===== src/rtl/pwrseq_pkg.sv =====
package pwrseq_pkg;

  typedef enum logic [1:0] {
    CMD_PWR_UP   = 2'd0,
    CMD_VID_ON   = 2'd1,
    CMD_VID_OFF  = 2'd2,
    CMD_PWR_DOWN = 2'd3
  } cmd_e;

  typedef enum logic [1:0] {
    K_WRITE = 2'd0,
    K_WAIT  = 2'd1,
    K_PULSE = 2'd2
  } kind_e;

  typedef enum logic [3:0] {
    T_CLK, T_ENCRST, T_ENCEN, T_SRC, T_VID, T_P2SRST,
    T_P2SEN, T_CRARST, T_CRAEN, T_CRC, T_SDP, T_NONE
  } tgt_e;

  typedef enum logic [1:0] {
    S_ENC = 2'd0,
    S_P2S = 2'd1,
    S_CRA = 2'd2,
    S_VID = 2'd3
  } stat_e;

  typedef struct packed {
    kind_e kind;
    tgt_e  tgt;
    logic  val;
    stat_e stat;
    logic  long_wait;
    logic  last;
  } step_t;

  localparam int MAX_STEPS = 13;
  localparam int STEP_W    = $clog2(MAX_STEPS + 1);

  function automatic step_t wr(tgt_e t, logic v, logic l);
    step_t s;
    s.kind = K_WRITE; s.tgt = t; s.val = v; s.stat = S_ENC;
    s.long_wait = 1'b0; s.last = l;
    return s;
  endfunction

  function automatic step_t wt(stat_e st, logic v, logic lw);
    step_t s;
    s.kind = K_WAIT; s.tgt = T_NONE; s.val = v; s.stat = st;
    s.long_wait = lw; s.last = 1'b0;
    return s;
  endfunction

  function automatic step_t pl(tgt_e t);
    step_t s;
    s.kind = K_PULSE; s.tgt = t; s.val = 1'b1; s.stat = S_ENC;
    s.long_wait = 1'b0; s.last = 1'b0;
    return s;
  endfunction

  // Step table: the order inside each command is the behaviour itself.
  function automatic step_t step_at(cmd_e c, logic [STEP_W-1:0] i);
    step_t s;
    s = wr(T_NONE, 1'b0, 1'b1);
    case (c)
      CMD_PWR_UP: case (i)
        0: s = wr(T_CLK, 1'b1, 1'b0);
        1: s = wr(T_ENCRST, 1'b1, 1'b0);
        2: s = wt(S_ENC, 1'b1, 1'b0);
        3: s = wr(T_ENCRST, 1'b0, 1'b0);
        4: s = wt(S_ENC, 1'b0, 1'b0);
        5: s = wr(T_ENCEN, 1'b1, 1'b1);
        default: ;
      endcase
      CMD_VID_ON: case (i)
        0:  s = wr(T_SRC, 1'b1, 1'b0);
        1:  s = wr(T_VID, 1'b1, 1'b0);
        2:  s = wr(T_P2SRST, 1'b1, 1'b0);
        3:  s = wt(S_P2S, 1'b1, 1'b0);
        4:  s = wr(T_P2SRST, 1'b0, 1'b0);
        5:  s = wt(S_P2S, 1'b0, 1'b0);
        6:  s = wr(T_P2SEN, 1'b1, 1'b0);
        7:  s = wr(T_CRARST, 1'b1, 1'b0);
        8:  s = wt(S_CRA, 1'b1, 1'b0);
        9:  s = wr(T_CRARST, 1'b0, 1'b0);
        10: s = wt(S_CRA, 1'b0, 1'b0);
        11: s = wr(T_CRC, 1'b1, 1'b0);
        12: s = wr(T_CRAEN, 1'b1, 1'b1);
        default: ;
      endcase
      CMD_VID_OFF: case (i)
        0: s = wr(T_VID, 1'b0, 1'b0);
        1: s = wt(S_VID, 1'b0, 1'b1);
        2: s = pl(T_SDP);
        3: s = wr(T_P2SEN, 1'b0, 1'b0);
        4: s = wr(T_CRAEN, 1'b0, 1'b1);
        default: ;
      endcase
      default: case (i)
        0: s = wr(T_ENCEN, 1'b0, 1'b0);
        1: s = wr(T_CLK, 1'b0, 1'b1);
        default: ;
      endcase
    endcase
    return s;
  endfunction

endpackage


===== src/rtl/pwrseq_poll_timer.sv =====
module pwrseq_poll_timer #(
  parameter int SHORT_IV    = 1,
  parameter int SHORT_TRIES = 10,
  parameter int LONG_IV     = 10,
  parameter int LONG_TRIES  = 5000
) (
  input  logic clk,
  input  logic rst,
  input  logic active,
  input  logic first,
  input  logic long_sel,
  input  logic tick,
  output logic poll,
  output logic final_try
);
  localparam int MAX_IV = (LONG_IV > SHORT_IV) ? LONG_IV : SHORT_IV;
  localparam int MAX_TR = (LONG_TRIES > SHORT_TRIES) ? LONG_TRIES : SHORT_TRIES;
  localparam int IV_W   = $clog2(MAX_IV + 1);
  localparam int TR_W   = $clog2(MAX_TR + 1);

  logic [IV_W-1:0] iv_cnt, iv_top;
  logic [TR_W-1:0] try_cnt, try_top, cur_try;
  logic            iv_wrap;

  assign iv_top    = long_sel ? IV_W'(LONG_IV - 1) : IV_W'(SHORT_IV - 1);
  assign try_top   = long_sel ? TR_W'(LONG_TRIES - 1) : TR_W'(SHORT_TRIES - 1);
  assign iv_wrap   = tick && (iv_cnt == iv_top);
  assign cur_try   = first ? '0 : try_cnt;
  assign poll      = active && (first || iv_wrap);
  assign final_try = (cur_try == try_top);

  always_ff @(posedge clk) begin
    if (rst) begin
      iv_cnt  <= '0;
      try_cnt <= '0;
    end else if (active) begin
      if (first)
        iv_cnt <= '0;
      else if (tick)
        iv_cnt <= iv_wrap ? '0 : iv_cnt + 1'b1;
      if (poll)
        try_cnt <= cur_try + 1'b1;
    end
  end

  // the number of samples taken never goes past the budget
  p_try_bound_r3: assert property (@(posedge clk) disable iff (rst)
    (active && !first) |-> (try_cnt <= try_top));

  // the interval counter holds in cycles without a tick
  p_iv_hold_r9: assert property (@(posedge clk) disable iff (rst)
    ($past(active) && !$past(first) && !$past(tick) && $past(active && !first)) |-> $stable(iv_cnt));

endmodule


===== src/rtl/pwrseq_out_regs.sv =====
module pwrseq_out_regs
  import pwrseq_pkg::*;
#(
  parameter int SRC_W = 3
) (
  input  logic             clk,
  input  logic             rst,
  input  logic             apply,
  input  tgt_e             tgt,
  input  logic             val,
  input  logic [SRC_W-1:0] src_in,
  output logic             enc_clk_en,
  output logic             enc_rst,
  output logic             enc_en,
  output logic [SRC_W-1:0] pix_src,
  output logic             vid_en,
  output logic             p2s_rst,
  output logic             p2s_en,
  output logic             cra_rst,
  output logic             cra_en,
  output logic             crc_en,
  output logic             crc_cont,
  output logic             sdp_clr
);
  always_ff @(posedge clk) begin
    if (rst) begin
      enc_clk_en <= 1'b0; enc_rst <= 1'b0; enc_en  <= 1'b0;
      pix_src    <= '0;   vid_en  <= 1'b0;
      p2s_rst    <= 1'b0; p2s_en  <= 1'b0;
      cra_rst    <= 1'b0; cra_en  <= 1'b0;
      crc_en     <= 1'b0; crc_cont <= 1'b0;
      sdp_clr    <= 1'b0;
    end else begin
      sdp_clr <= 1'b0;
      if (apply) begin
        case (tgt)
          T_CLK:    enc_clk_en <= val;
          T_ENCRST: enc_rst    <= val;
          T_ENCEN:  enc_en     <= val;
          T_SRC:    pix_src    <= src_in;
          T_VID:    vid_en     <= val;
          T_P2SRST: p2s_rst    <= val;
          T_P2SEN:  p2s_en     <= val;
          T_CRARST: cra_rst    <= val;
          T_CRAEN:  cra_en     <= val;
          T_CRC: begin
            crc_en   <= val;
            crc_cont <= val;
          end
          T_SDP:    sdp_clr    <= 1'b1;
          default: ;
        endcase
      end
    end
  end

  // the core reset is only raised with its clock running
  p_rst_needs_clk_r2: assert property (@(posedge clk) disable iff (rst)
    $rose(enc_rst) |-> enc_clk_en);

  // the clock is gated only after the enable was already low
  p_gate_after_disable_r6: assert property (@(posedge clk) disable iff (rst)
    $fell(enc_clk_en) |-> !$past(enc_en));

  // the secondary-data stop request lasts one cycle
  p_sdp_single_r5: assert property (@(posedge clk) disable iff (rst)
    sdp_clr |=> !sdp_clr);

  // the stop request only comes once video is already off
  p_sdp_after_vid_r5: assert property (@(posedge clk) disable iff (rst)
    sdp_clr |-> !vid_en);

endmodule


===== src/rtl/enc_power_seq.sv =====
module enc_power_seq
  import pwrseq_pkg::*;
#(
  parameter int SRC_W       = 3,
  parameter int SHORT_IV    = 1,
  parameter int SHORT_TRIES = 10,
  parameter int LONG_IV     = 10,
  parameter int LONG_TRIES  = 5000
) (
  input  logic             clk,
  input  logic             rst,
  input  logic             cmd_valid,
  input  logic [1:0]       cmd_op,
  input  logic [SRC_W-1:0] src_sel,
  input  logic             us_tick,
  input  logic             enc_rst_done,
  input  logic             p2s_rst_done,
  input  logic             cra_rst_done,
  input  logic             vid_active,
  output logic             busy,
  output logic             done,
  output logic             rejected,
  output logic             err,
  output logic             enc_clk_en,
  output logic             enc_rst,
  output logic             enc_en,
  output logic [SRC_W-1:0] pix_src,
  output logic             vid_en,
  output logic             p2s_rst,
  output logic             p2s_en,
  output logic             cra_rst,
  output logic             cra_en,
  output logic             crc_en,
  output logic             crc_cont,
  output logic             sdp_clr
);
  cmd_e              cmd_q;
  logic [STEP_W-1:0] step_idx;
  logic [SRC_W-1:0]  src_q;
  logic              first;
  step_t             step;
  logic              in_wait, stat_now, poll, final_try;
  logic              advance, timeout, apply;

  assign step    = step_at(cmd_q, step_idx);
  assign in_wait = busy && (step.kind == K_WAIT);

  always_comb begin
    case (step.stat)
      S_ENC:   stat_now = enc_rst_done;
      S_P2S:   stat_now = p2s_rst_done;
      S_CRA:   stat_now = cra_rst_done;
      default: stat_now = vid_active;
    endcase
  end

  pwrseq_poll_timer #(
    .SHORT_IV(SHORT_IV), .SHORT_TRIES(SHORT_TRIES),
    .LONG_IV(LONG_IV),   .LONG_TRIES(LONG_TRIES)
  ) u_timer (
    .clk(clk), .rst(rst), .active(in_wait), .first(first),
    .long_sel(step.long_wait), .tick(us_tick),
    .poll(poll), .final_try(final_try)
  );

  assign apply   = busy && (step.kind != K_WAIT);
  assign advance = apply || (in_wait && poll && (stat_now == step.val));
  assign timeout = in_wait && poll && (stat_now != step.val) && final_try;

  pwrseq_out_regs #(.SRC_W(SRC_W)) u_outs (
    .clk(clk), .rst(rst), .apply(apply), .tgt(step.tgt), .val(step.val),
    .src_in(src_q),
    .enc_clk_en(enc_clk_en), .enc_rst(enc_rst), .enc_en(enc_en),
    .pix_src(pix_src), .vid_en(vid_en), .p2s_rst(p2s_rst), .p2s_en(p2s_en),
    .cra_rst(cra_rst), .cra_en(cra_en), .crc_en(crc_en),
    .crc_cont(crc_cont), .sdp_clr(sdp_clr)
  );

  always_ff @(posedge clk) begin
    if (rst) begin
      busy     <= 1'b0;
      done     <= 1'b0;
      rejected <= 1'b0;
      err      <= 1'b0;
      cmd_q    <= CMD_PWR_UP;
      step_idx <= '0;
      src_q    <= '0;
      first    <= 1'b0;
    end else begin
      done     <= 1'b0;
      rejected <= 1'b0;
      if (!busy) begin
        if (cmd_valid) begin
          busy     <= 1'b1;
          err      <= 1'b0;
          cmd_q    <= cmd_e'(cmd_op);
          src_q    <= src_sel;
          step_idx <= '0;
          first    <= 1'b1;
        end
      end else begin
        rejected <= cmd_valid;
        if (timeout) begin
          busy <= 1'b0;
          err  <= 1'b1;
        end else if (advance) begin
          first    <= 1'b1;
          step_idx <= step_idx + 1'b1;
          if (step.last) begin
            busy <= 1'b0;
            done <= 1'b1;
          end
        end else begin
          first <= 1'b0;
        end
      end
    end
  end

  // completion is reported only with the sequencer idle
  p_done_idle_r2: assert property (@(posedge clk) disable iff (rst)
    done |-> !busy);

  // a refusal only follows a cycle in which a sequence was running
  p_reject_when_busy_r7: assert property (@(posedge clk) disable iff (rst)
    rejected |-> $past(busy));

  // the error flag clears only when a new command starts
  p_err_clear_on_accept_r8: assert property (@(posedge clk) disable iff (rst)
    $fell(err) |-> busy);

  // a timeout never also reports completion
  p_err_no_done_r8: assert property (@(posedge clk) disable iff (rst)
    $rose(err) |-> (!done && !busy));

  // with budgets above one sample, a timeout needs a tick in its cycle
  p_timeout_on_tick_r9: assert property (@(posedge clk) disable iff (rst)
    ($rose(err) && (SHORT_TRIES > 1) && (LONG_TRIES > 1)) |-> $past(us_tick));

endmodule


===== config.mk =====
export PLATFORM = sky130hd
export DESIGN_NAME = enc_power_seq
export DESIGN_NICKNAME = d
export VERILOG_FILES = /design/src/rtl/pwrseq_pkg.sv /design/src/rtl/pwrseq_poll_timer.sv /design/src/rtl/pwrseq_out_regs.sv /design/src/rtl/enc_power_seq.sv
export SDC_FILE = /design/constraint.sdc
export NUM_CORES = 1
export LEC_CHECK = 0
export BUFFER_PORTS_ARGS = -buffer_cell sky130_fd_sc_hd__buf_2
export CORE_MARGIN = 1
export CORE_UTILIZATION = 40
export DETAILED_ROUTE_END_ITERATION = 10
export PLACE_DENSITY_LB_ADDON = 0.15
export REMOVE_ABC_BUFFERS = 1
export SLEW_MARGIN = 30
export SYNTH_ARGS = -nofsm -noshare
export SYNTH_HDL_FRONTEND = slang
export SYNTH_SLANG_ARGS = --single-unit

===== constraint.sdc =====
create_clock -name clk -period 5.2 [get_ports clk]
set_clock_uncertainty 0.15 [all_clocks]
set_input_delay 0 -clock clk [delete_from_list [all_inputs] [get_ports clk]]
set_output_delay 0 -clock clk [all_outputs]
set_load 0.05 [all_outputs]

=== Yosys cells after proc, flatten, opt, wreduce, memory -nomap -nowiden ===
Index checks and enable logic that the tools add are counted.

* Bits in registers: 44
* Bits of input ports: 13

* $add $sub $neg: 3
* Equal/unequal tests: 35
* Multiplexer cells: 30
* Bitwise operators: 3
* Reductions and logical operators: 35

{| class="wikitable"
|+ Operators by type and width
! cell !! count
|-
| 10-bit one-hot mux with 13 select lines || 1
|-
| 10-bit one-hot mux with 6 select lines || 1
|-
| 11-bit one-hot mux with 5 select lines || 1
|-
| 11-bit one-hot mux with 3 select lines || 1
|-
| 4-bit by 3-bit equality test with 1-bit output (second input constant) || 8
|-
| 4-bit equality test (second input constant) || 8
|-
| 4-bit two-way mux || 8
|-
| 2-bit AND reduction || 15
|-
| 13-bit two-way mux || 2
|-
| 9-bit one-hot mux with 2 select lines || 1
|-
| 4-bit by 2-bit equality test with 1-bit output (second input constant) || 4
|-
| 1-bit two-way mux || 14
|-
| 13-bit by 1-bit adder with 13-bit output (second input constant) || 1
|-
| 13-bit equality test || 1
|-
| 4-bit by 1-bit adder with 4-bit output (second input constant) || 2
|-
| 4-bit by 1-bit equality test with 1-bit output (second input constant) || 2
|-
| 1-bit logical AND || 8
|-
| 4-bit logical NOT || 2
|-
| 2-bit by 1-bit equality test with 1-bit output (second input constant) || 3
|-
| 2-bit by 1-bit != test with 1-bit output (second input constant) || 3
|-
| 2-bit equality test (second input constant) || 2
|-
| 4-bit equality test || 1
|-
| 2-bit logical NOT || 2
|-
| 2-bit nonzero test || 2
|-
| 9 further kinds || 13
|}

=== Logic depth before layout (Yosys ltp) ===
Gate-level depths: netlist of the first run.

* Depth in word-level cells: 14
* Depth in mapped cells: 12

=== Cells and area by module ===
A second synthesis of the first run with hierarchy kept.

* Cell total of the unflattened synthesis: 375
* Area total of the unflattened synthesis: 2,926.6 µm²

{| class="wikitable"
|+ Modules (own cells, without submodules)
! module !! times used !! cells each !! area an instance (µm²) !! seq. area each (µm²)
|-
| enc_power_seq || 1 || 181 || 1,256.2 || 280.3
|-
| pwrseq_poll_timer || 1 || 132 || 1,058.5 || 340.3
|-
| pwrseq_out_regs || 1 || 62 || 611.8 || 260.2
|}

=== Worst setup path after synthesis of the first run ===
No wires, ideal clock.

* Kind: register to register
* From: register step_idx[0]
* To: register u_outs.pix_src[1]
* Data arrival time: 2.492 ns
* Data required time: 4.978 ns
* Path slack: 2.487 ns
* Stages on the path, launching flop included: 12
* Path buffers: 2
* Period minus slack after synthesis: 2.713 ns
* Cell sequence: dfxtp_1 > inv_1 > ha_1 > clkbuf_1 > buf_2 > o211ai_1 > a21oi_1 > o21bai_1 > nand3_1 > nor4_2 > and2_1 > mux2i_1

* Word-level cells in the longest chain between the ends: 6
* Elaborated cells between the ends (all ways): 22
* Classes of those cells: eq/ne: 14; mux: 5; reduce/logical: 3

{| class="wikitable"
|+ RTL lines
! what !! line !! text
|-
| start: declaration || enc_power_seq.sv:38 || <nowiki>logic [STEP_W-1:0] step_idx;</nowiki>
|-
| start signal: assignment || enc_power_seq.sv:108 || <nowiki>step_idx <= step_idx + 1'b1;</nowiki>
|-
| 4-bit equality test, or another cell as far along || pwrseq_pkg.sv:75 || <nowiki>CMD_VID_ON: case (i)</nowiki>
|-
| 10-bit one-hot mux with 13 select lines, or another cell as far along || pwrseq_pkg.sv:75 ||
|-
| 11-bit one-hot mux with 3 select lines (*) || pwrseq_pkg.sv:65 || <nowiki>case (c)</nowiki>
|-
| 2-bit by 1-bit != test with 1-bit output || enc_power_seq.sv:66 || <nowiki>assign apply = busy && (step.kind != K_WAIT);</nowiki>
|-
| 1-bit logical AND || enc_power_seq.sv:66 ||
|-
| 2-bit AND reduction (no line) (*) || -- ||
|-
| end signal: assignment || pwrseq_out_regs.sv:40 || <nowiki>T_SRC: pix_src <= src_in;</nowiki>
|-
| end: declaration || pwrseq_out_regs.sv:15 || <nowiki>output logic [SRC_W-1:0] pix_src,</nowiki>
|}

Every way passes the cells marked *; elsewhere a longest branch is shown, timed or not.
A chain may end at the register's enable or synchronous reset.

=== Worst setup path in the final report of the first run ===
Same ends and word-level chain as after synthesis.

==> results of run 1 <==
sequential cells by signal, indices dropped and copies added (netlist names), 2 cells and up:
signal and flops:
step_idx 4, u_timer.iv_cnt 4, u_outs.pix_src 3, src_q 3, cmd_q 2, u_timer.try_cnt 13
per-layer routing:
metal,GRT usage,up-vias
li1,-,1446
met2,0.334,57
met1,0.267,1328
met4,0.0390,0
met3,0.0443,4
met5,0,-
power by group through the flow:
stage	combinational, mW	clock [mW]	sequential [mW]
after floorplan	0.118	0	0.388
after global placement	0.185	0	0.369
after detailed placement	0.187	0	0.369
after CTS	0.191	0.280	0.361
after global routing	0.210	0.297	0.363
final	0.191	0.274	0.362
cell usage in the layout (no fill, tap or decap), drive strengths merged, types with 6 or more instances in the layout:
master / count
a21o: 7
a21oi: 33
a311oi: 10
and3: 8
buf: 32
dfxtp: 44
dlygate4sd3: 6
ha: 6
inv: 10
mux2i: 13
nand2: 39
nand2b: 7
nand3: 14
nand4: 7
nor2: 39
nor2b: 11
nor3: 10
o21ai: 24
or3: 8
through the flow:
stage / util / total power, mW / hold WS [ns] / instance area, sq um
2_1_floorplan: - / 0.506 / -0.0809 / 2890
3_3_place_gp: 0.435 / 0.554 / 0.0831 / 3170
3_5_place_dp: 0.435 / 0.556 / 0.0915 / 3170
4_1_cts: 0.460 / 0.833 / 0.0336 / 3350
5_1_grt: 0.460 / 0.871 / 0.0824 / 3350
6_report: 0.460 / 0.826 / 0.0461 / 3350
path summary, 6_finish.rpt:
| path | from | to | slack, ns | cells after the start |
|---|---|---|---|---|
| max | step_idx[0] | u_outs.pix_src[1] | 1.94 | 9 |
| min | us_tick | u_timer.iv_cnt[1] | 0.05 | 5 |
| max reg2reg | step_idx[0] | u_outs.pix_src[1] | 1.94 | 9 |
| min reg2reg | u_outs.pix_src[1] | u_outs.pix_src[1] | 0.31 | 2 |
area by class of cell:
cell class / count / area, sq um
clock buffers: 5 / 68.8
clock inverters: 3 / 47.5
fillers: 763 / 3940
inverters: 10 / 37.5
multi-input cells: 303 / 1970
flip-flops and latches: 44 / 882
well taps: 99 / 124
repair buffers: 38 / 225
tightest hold or removal path, delay by kind of cell:
kind	cells	cell delay, ns
AO/OA/AOI/OAI	2	0.16
AND/OR/NAND/NOR	2	0.18
buffers and inverters	1	0.12
repair_timing:
action | 4_1_cts | 5_1_grt
endpoints found under the setup margin | 0 | 0
hold buffers | 6 | 0
hold endpoints to repair | 7 | 0
kinds of logic after synthesis:
family / count (synthesis) / share of synthesized area
AO/OA/AOI/OAI: 114 / 0.271
XOR/XNOR: 3 / 0.00866
adder cells (fa/ha/maj): 6 / 0.0247
buffers and inverters: 40 / 0.0618
flip-flops: 44 / 0.290
multiplexers: 15 / 0.0528
AND/OR/NAND/NOR: 165 / 0.291
==> flow_summary.toml, run 1 <==
[worst_hold_path]
hold_path_class = "in2reg"

[timing]
setup_slack_ns = 1.94
hold_viol = 0
rsz0062_at_grt = "no"
fin_crit_sh = 0.627
setup_viol = 0
fin_setup_tns_ns = 0
slew_viol_final = 0
slew_headroom = 0.366
fmax_ghz = 0.307
tightestPinTransition_ns = 0.949
period_needed_ns = 3.26

[route]
first_iter_violations = 155
drtAntennaViolNets = 0
dr.pass1.iters = 4
wl_met1_mm = 3.61
vias_per_cell = 5.65
totalWireLength_mm = 7.51
wl_met3_microns = 311
route.met2.wl_mm = 3.55
drc = 0
wire_per_inst_microns = 15.0
topRoutingLayerUsed = "met4"
vias = 2835

[power]
ir_drop_mv = 0.186
power.share.switching = 0.324
power_frac_comb = 0.231
power_frac_clock = 0.331
p_int_mw = 0.559
leakage_nw = 1.26
p_switching_mw = 0.268
power_density_nw_per_um2 = 247
seqPwrFrac = 0.438

[final_layout]
stdcell_count = 502
final_nets = 421
area_delta_synth_final_pct = 10.4
num_antenna_cells = 0
drive_gt1_frac = 0.144

[clocking]
cts_buffer_depth = 2
post_cts_resized = 0
cts_root_buf = "clkbuf_8"
cts_buffers = 5
clock_latency_ns = 0.31
cts_max_level = 2
cts.reportedPaths.clkPinSlew_ns = 0.09
cts_tree = "yes"
cts.sinks = 44
postCtsSetupRepairBufs = 0

[yosys]
synth_top_area_share = 0.290
synth_top_flop_cell = "dfxtp_1"
seq_area_frac_synth = 0.290
avgSynthCellArea_sq_um = 7.84
syn_inst = 387
synthTopCellsByArea = "dfxtp_1 29%, a21oi_1 5.4%, nand2_1 4.8%, nor2_1 4.7%, mux2i_1 4.3%"
ys_types = 71
yosys_warnings = 0
yosys.area.top_type = "dfxtp_1"
async_reset_ff_frac = 0
syn_area_sq_um = 3040
post-synth-top-count-cell = "dfxtp_1"
synth_edf_count = 0
ys_ff_latch = 44
synth_commonest_cells = "44 x dfxtp_1, 39 x nand2_1, 38 x nor2_1"

[placed_design]
dp_hpwl_mm = 5.25
dp_cells = 488
gp_congestion = 0.836
io_buffers = 30
pre_cts_ws_ns = 1.93

[die]
fp.coreArea_sq_um = 7290
fp.dieW_microns = 89.1
start_util = 0.416
die-area_sq_um = 7940
die_height_microns = 89.1
ios = 31
num_rows = 31

[critical_path]
crit_family = "simple AND/OR/NAND/NOR gates"
cp_data_arrival_time_ns = 3.36
setup.worst_path.class = "reg2reg"
critical_path.max_stage_delay_ns = 0.62
path_cells = "inv_1, ha_1, nor3_1, a2111oi_0, mux2i_1, o21ai_1, nor2b_1, and2_1, mux2i_1"
worst-path-buf-inv = 1
crit_top_cell = "mux2i_1"
startpoint_type = "flop"
critPathMaxFanout = 20
slowest_stage = "ha_1"
cp_data_required_time_ns = 5.30
worstSetupEndpointType = "flop"

[run]
cap_violations = 0

[global_route]
grt_start_max_net_pins = 37
grt_pass1_wl_mm = 12.5
grt_usage = 0.200
grt_overflow = 0
grt_pass1_vias = 2609
antenna_found_initial = 0

[outcome]
outcome = "finished, final reports clean"
Power figures use the tool's default switching activity.
==> inputs of run 2 (changes only) <==
==> constraint.sdc (replaced) <==
create_clock -name clk -period 3.3 [get_ports clk]
set_clock_uncertainty 0.15 [all_clocks]
set_input_delay 0 -clock clk [delete_from_list [all_inputs] [get_ports clk]]
set_output_delay 0 -clock clk [all_outputs]
set_load 0.05 [all_outputs]
==> run 2 against run 1 <==
  * Core utilization is 1.4 points higher
  * Final cell count is 2.0% higher
  * Non-clock buffer count is 10 higher
  * Die area stayed put
  * Clock power is 59% higher
  * First-iteration DRC count is 19% higher
  * Sequential cell count stayed put
  * Via count is 0.74% higher
  * Critical path depth stayed put
  * Final area is 3.0% higher
  * Critical path type unchanged
  * Critical endpoint is now u_outs.cra_en
  * Largest power group unchanged
  * Highest routed layer unchanged
==> flow_summary.toml, run 2 (synthesized netlist as in run 1, its figures left out) <==
[die]
num_rows = 31
die-area_sq_um = 7940
start_util = 0.416
fp.dieW_microns = 89.1
die_height_microns = 89.1
fp.coreArea_sq_um = 7290
ios = 31

[clocking]
cts_buffer_depth = 2
cts.reportedPaths.clkPinSlew_ns = 0.10
cts_tree = "yes"
cts.sinks = 44
cts_max_level = 2
postCtsSetupRepairBufs = 0
cts_root_buf = "clkbuf_8"
clock_latency_ns = 0.31
cts_buffers = 5

[route]
wire_per_inst_microns = 15.3
totalWireLength_mm = 7.83
dr.pass1.iters = 4
first_iter_violations = 185
vias = 2856
vias_per_cell = 5.58
drtAntennaViolNets = 0
drc = 0

[worst_hold_path]
hold_path_class = "in2reg"

[critical_path]
worstSetupEndpointType = "flop"
critical_path.max_stage_delay_ns = 0.45
cp_data_required_time_ns = 3.36
startpoint_type = "flop"
cp_data_arrival_time_ns = 3.08
critPathMaxFanout = 15
path_cells = "inv_1, ha_1, or3b_4, a2111oi_4, o21ai_1, a22o_1, a211oi_4, a21oi_1, a311oi_1"
crit_family = "compound AO/OA/AOI/OAI gates"
slowest_stage = "or3b_4"
worst-path-buf-inv = 1
setup.worst_path.class = "reg2reg"

[placed_design]
dp_hpwl_mm = 5.72
gp_congestion = 0.855
io_buffers = 30
pre_cts_ws_ns = 0.239

[timing]
hold_viol = 0
tightestPinTransition_ns = 0.696
slew_headroom = 0.536
slew_viol_final = 0
fin_setup_tns_ns = 0
period_needed_ns = 3.02
fmax_ghz = 0.331
setup_slack_ns = 0.282
setup_viol = 0
rsz0062_at_grt = "no"
fin_crit_sh = 0.914

[final_layout]
drive_gt1_frac = 0.165
final_nets = 431
largest_reg_flops = 13
final_cell_mix = "44 x dfxtp_1, 39 x nand2_1, 38 x nor2_1"
num_antenna_cells = 0
area_delta_synth_final_pct = 13.7
top_register = "u_timer.try_cnt"
reg.largest.list = "u_timer.try_cnt: 13 flops, step_idx: 4 flops, u_timer.iv_cnt: 4 flops"
final_common_cell = "dfxtp_1"

[global_route]
grt_overflow = 0
grt_pass1_vias = 2485
grt_start_max_net_pins = 37
grt_pass1_wl_mm = 12.2
grt_usage = 0.200
antenna_found_initial = 0

[run]
cap_violations = 0

[power]
leakage_nw = 1.32
power_density_nw_per_um2 = 384
ir_drop_mv = 0.246

[outcome]
outcome = "finished, final reports clean"
-- run 2: layer usage --
| layer | vias to the layer above | part of all wire | GRT usage |
|---|---|---|---|
| met5 | - | 0 | 0 |
| met4 | 0 | 0.016 | 0.0693 |
| met3 | 12 | 0.035 | 0.0332 |
| met2 | 49 | 0.46 | 0.319 |
| met1 | 1336 | 0.49 | 0.272 |
| li1 | 1459 | - | - |
-- run 2: timing repair --
| action | 4_1_cts | 5_1_grt |
|---|---|---|
| endpoints found under the setup margin | 0 | 2 |
| hold buffers | 6 | 0 |
| gates resized for setup | 0 | 1 |
| hold endpoints to repair | 7 | 0 |
-- run 2: metrics by stage --
stage | cells | area, sq um | utilization | total power [mW] | hold WS [ns]
after floorplan | 357 | 2890 | - | 0.797 | -0.0809
after global placement | 498 | 3270 | 0.449 | 0.891 | 0.0835
after detailed placement | 498 | 3270 | 0.449 | 0.893 | 0.0952
after CTS | 512 | 3450 | 0.473 | 1.34 | 0.0256
after global routing | 512 | 3450 | 0.473 | 1.39 | 0.0809
final | 512 | 3450 | 0.473 | 1.33 | 0.0238
-- run 2: worst reg2reg max path: stages (launching register included) --
cell and delay (ns):
dfxtp_1 0.42, inv_1 0.11, ha_1 0.39, or3b_4 0.46, a2111oi_4 0.28, o21ai_1 0.14, a22o_1 0.29, a211oi_4 0.33
a21oi_1 0.11, a311oi_1 0.25
-- run 2: where the power goes --
group	switching, mW	total (mW)	internal (mW)
sequential	0.0204	0.567	0.546
clock	0.207	0.436	0.228
combinational	0.203	0.323	0.120
total	0.431	1.33	0.895
-- run 2: path summary, 6_finish.rpt --
path | startpoint | endpoint | slack (ns) | cells after the start
setup reg to reg | step_idx[0] | u_outs.cra_en | 0.28 | 9
hold reg to reg | u_outs.pix_src[1] | u_outs.pix_src[1] | 0.31 | 2
hold / removal | us_tick | u_timer.iv_cnt[1] | 0.02 | 5
setup / recovery | step_idx[0] | u_outs.cra_en | 0.28 | 9
-- run 2: cell type report --
| class | instances | area (sq um) |
|---|---|---|
| inverters | 10 | 37.5 |
| fillers | 764 | 3840 |
| clock inverters | 3 | 46.3 |
| multi-input cells | 303 | 1970 |
| flip-flops and latches | 44 | 881 |
| well taps | 99 | 124 |
| clock buffers | 5 | 68.8 |
| repair buffers | 48 | 325 |
==> inputs of run 3 (changes only) <==
--- a/config.mk
+++ b/config.mk
@@ -6,6 +6,8 @@
 export NUM_CORES = 1
 export LEC_CHECK = 0
 export BUFFER_PORTS_ARGS = -buffer_cell sky130_fd_sc_hd__buf_2
+export CELL_PAD_IN_SITES_DETAIL_PLACEMENT = 0
+export CELL_PAD_IN_SITES_GLOBAL_PLACEMENT = 1
 export CORE_MARGIN = 1
 export CORE_UTILIZATION = 40
 export DETAILED_ROUTE_END_ITERATION = 10
==> run 3 against run 2 <==
  * Sequential cell count is the same
  * Hold slack gained 0.015 ns
  * Register-to-register slack is essentially flat
  * Combinational power shrank 1%
  * Global-route usage grew 1.2 points
  * Final area shrank 0.72%
  * Critical path type unchanged
  * Critical endpoint is now u_outs.enc_clk_en
  * Largest power group unchanged
  * Highest routed layer unchanged
==> flow_summary.toml, run 3 (synthesized netlist as in run 1, its figures left out) <==
[outcome]
outcome = "finished, final reports clean"

[timing]
setup_viol = 0
fin_setup_tns_ns = 0
fin_crit_sh = 0.916
hold_viol = 0
setup_slack_ns = 0.278
period_needed_ns = 3.02
tightestPinTransition_ns = 0.684
slew_viol_final = 0
slew_headroom = 0.544
holdWs_ns = 0.0388
rsz0062_at_grt = "no"
fmax_ghz = 0.331

[global_route]
grt_pass1_wl_mm = 13.0
antenna_found_initial = 0
grt_overflow = 0
grt_pass1_vias = 2635
grt_usage = 0.212
grt_start_max_net_pins = 37

[clocking]
cts.sinks = 44
clock_latency_ns = 0.30
cts.reportedPaths.clkPinSlew_ns = 0.08
cts_max_level = 2
cts_tree = "yes"
cts_buffer_depth = 2
cts_buffers = 5
cts_root_buf = "clkbuf_8"
postCtsSetupRepairBufs = 0

[power]
ir_drop_mv = 0.229
leakage_nw = 1.30
p_switching_mw = 0.419
power.share.switching = 0.320
seqPwrFrac = 0.430
power_density_nw_per_um2 = 382
power_frac_comb = 0.244
power_frac_clock = 0.326
p_int_mw = 0.891

[final_layout]
area_delta_synth_final_pct = 12.9
final_cell_mix = "44 x dfxtp_1, 39 x nand2_1, 38 x nor2_1"
reg.largest.list = "u_timer.try_cnt: 13 flops, step_idx: 4 flops, u_timer.iv_cnt: 4 flops"
num_antenna_cells = 0
drive_gt1_frac = 0.163
largest_reg_flops = 13
final_common_cell = "dfxtp_1"
top_register = "u_timer.try_cnt"
fin_area_sq_um = 3430
final_nets = 429

[critical_path]
cp_data_arrival_time_ns = 3.08
crit_family = "compound AO/OA/AOI/OAI gates"
slowest_stage = "or3b_4"
worstSetupEndpointType = "flop"
critical_path.max_stage_delay_ns = 0.46
setup.worst_path.class = "reg2reg"
critPathMaxFanout = 15
startpoint_type = "flop"
path_cells = "inv_1, ha_1, or3b_4, a2111oi_4, o21ai_1, a22o_1, a211oi_4, a21oi_1, a311oi_1"
worst-path-buf-inv = 1
cp_data_required_time_ns = 3.36

[worst_hold_path]
hold_path_class = "in2reg"

[die]
die-area_sq_um = 7940
num_rows = 31
start_util = 0.416
fp.dieW_microns = 89.1
die_height_microns = 89.1
fp.coreArea_sq_um = 7290
ios = 31

[route]
drc = 0
wire_per_inst_microns = 15.2
dr.pass1.iters = 4
totalWireLength_mm = 7.77
drtAntennaViolNets = 0
vias_per_cell = 5.55
vias = 2829
first_iter_violations = 179

[placed_design]
io_buffers = 30
post_dp_cell_area_sq_um = 3250
gp_congestion = 0.820
pre_cts_ws_ns = 0.232
dp_hpwl_mm = 5.62

[run]
cap_violations = 0
[run 3: cell types whose count changed in the layout (fill, tap and decap cells not counted), sizes merged]
cell	before	now
buf	42	40
[run 3: routing by layer]
| layer | share of wire | track usage | vias to the layer above |
|---|---|---|---|
| li1 | - | - | 1465 |
| met1 | 0.50 | 0.298 | 1304 |
| met2 | 0.46 | 0.337 | 54 |
| met3 | 0.037 | 0.0351 | 6 |
| met4 | 0.0081 | 0.0548 | 0 |
| met5 | 0 | 0 | - |
[run 3: power groups by stage]
| stage | clock network, mW | logic, mW | registers (mW) |
|---|---|---|---|
| 6_report | 0.428 | 0.319 | 0.563 |
| 5_1_grt | 0.457 | 0.349 | 0.567 |
| 4_1_cts | 0.440 | 0.320 | 0.564 |
| 3_5_place_dp | 0 | 0.312 | 0.576 |
| 3_3_place_gp | 0 | 0.312 | 0.576 |
| 2_1_floorplan | 0 | 0.186 | 0.611 |
[run 3: repair_timing]
| item | 4_1_cts | 5_1_grt |
|---|---|---|
| endpoints found under the setup margin | 0 | 4 |
| resized for setup | 0 | 2 |
| hold buffers | 6 | 0 |
| hold endpoints to repair | 7 | 0 |
[run 3: worst register-to-register path, cell delays in order (launching register included)]
cell and delay (ns):
dfxtp_1 0.41, inv_1 0.11, ha_1 0.39, or3b_4 0.46, a2111oi_4 0.29, o21ai_1 0.15, a22o_1 0.27, a211oi_4 0.35
a21oi_1 0.11, a311oi_1 0.25
[run 3: path summary, 6_finish.rpt]
path | start | to | slack (ns) | depth (start not counted)
setup / recovery | step_idx[0] | u_outs.enc_clk_en | 0.28 | 9
hold / removal | us_tick | u_timer.iv_cnt[1] | 0.04 | 5
setup reg to reg | step_idx[0] | u_outs.enc_clk_en | 0.28 | 9
hold reg to reg | u_outs.pix_src[1] | u_outs.pix_src[1] | 0.31 | 2
[run 3: area by class of cell]
cell class | count | area [sq um]
fill | 757 | 3860
multi-input combinational | 303 | 1970
sequential | 44 | 881
timing repair buffer | 46 | 298
tap | 99 | 124
clock buffer | 5 | 68.8
clock inverter | 3 | 46.3
inverter | 10 | 37.5
[run 3: metrics by stage]
stage	total power, mW	utilization	cells
finish	1.31	0.470	510
global route	1.37	0.470	510
CTS	1.32	0.469	510
detailed placement	0.888	0.445	496
global placement	0.887	0.445	496
floorplan	0.797	-	357
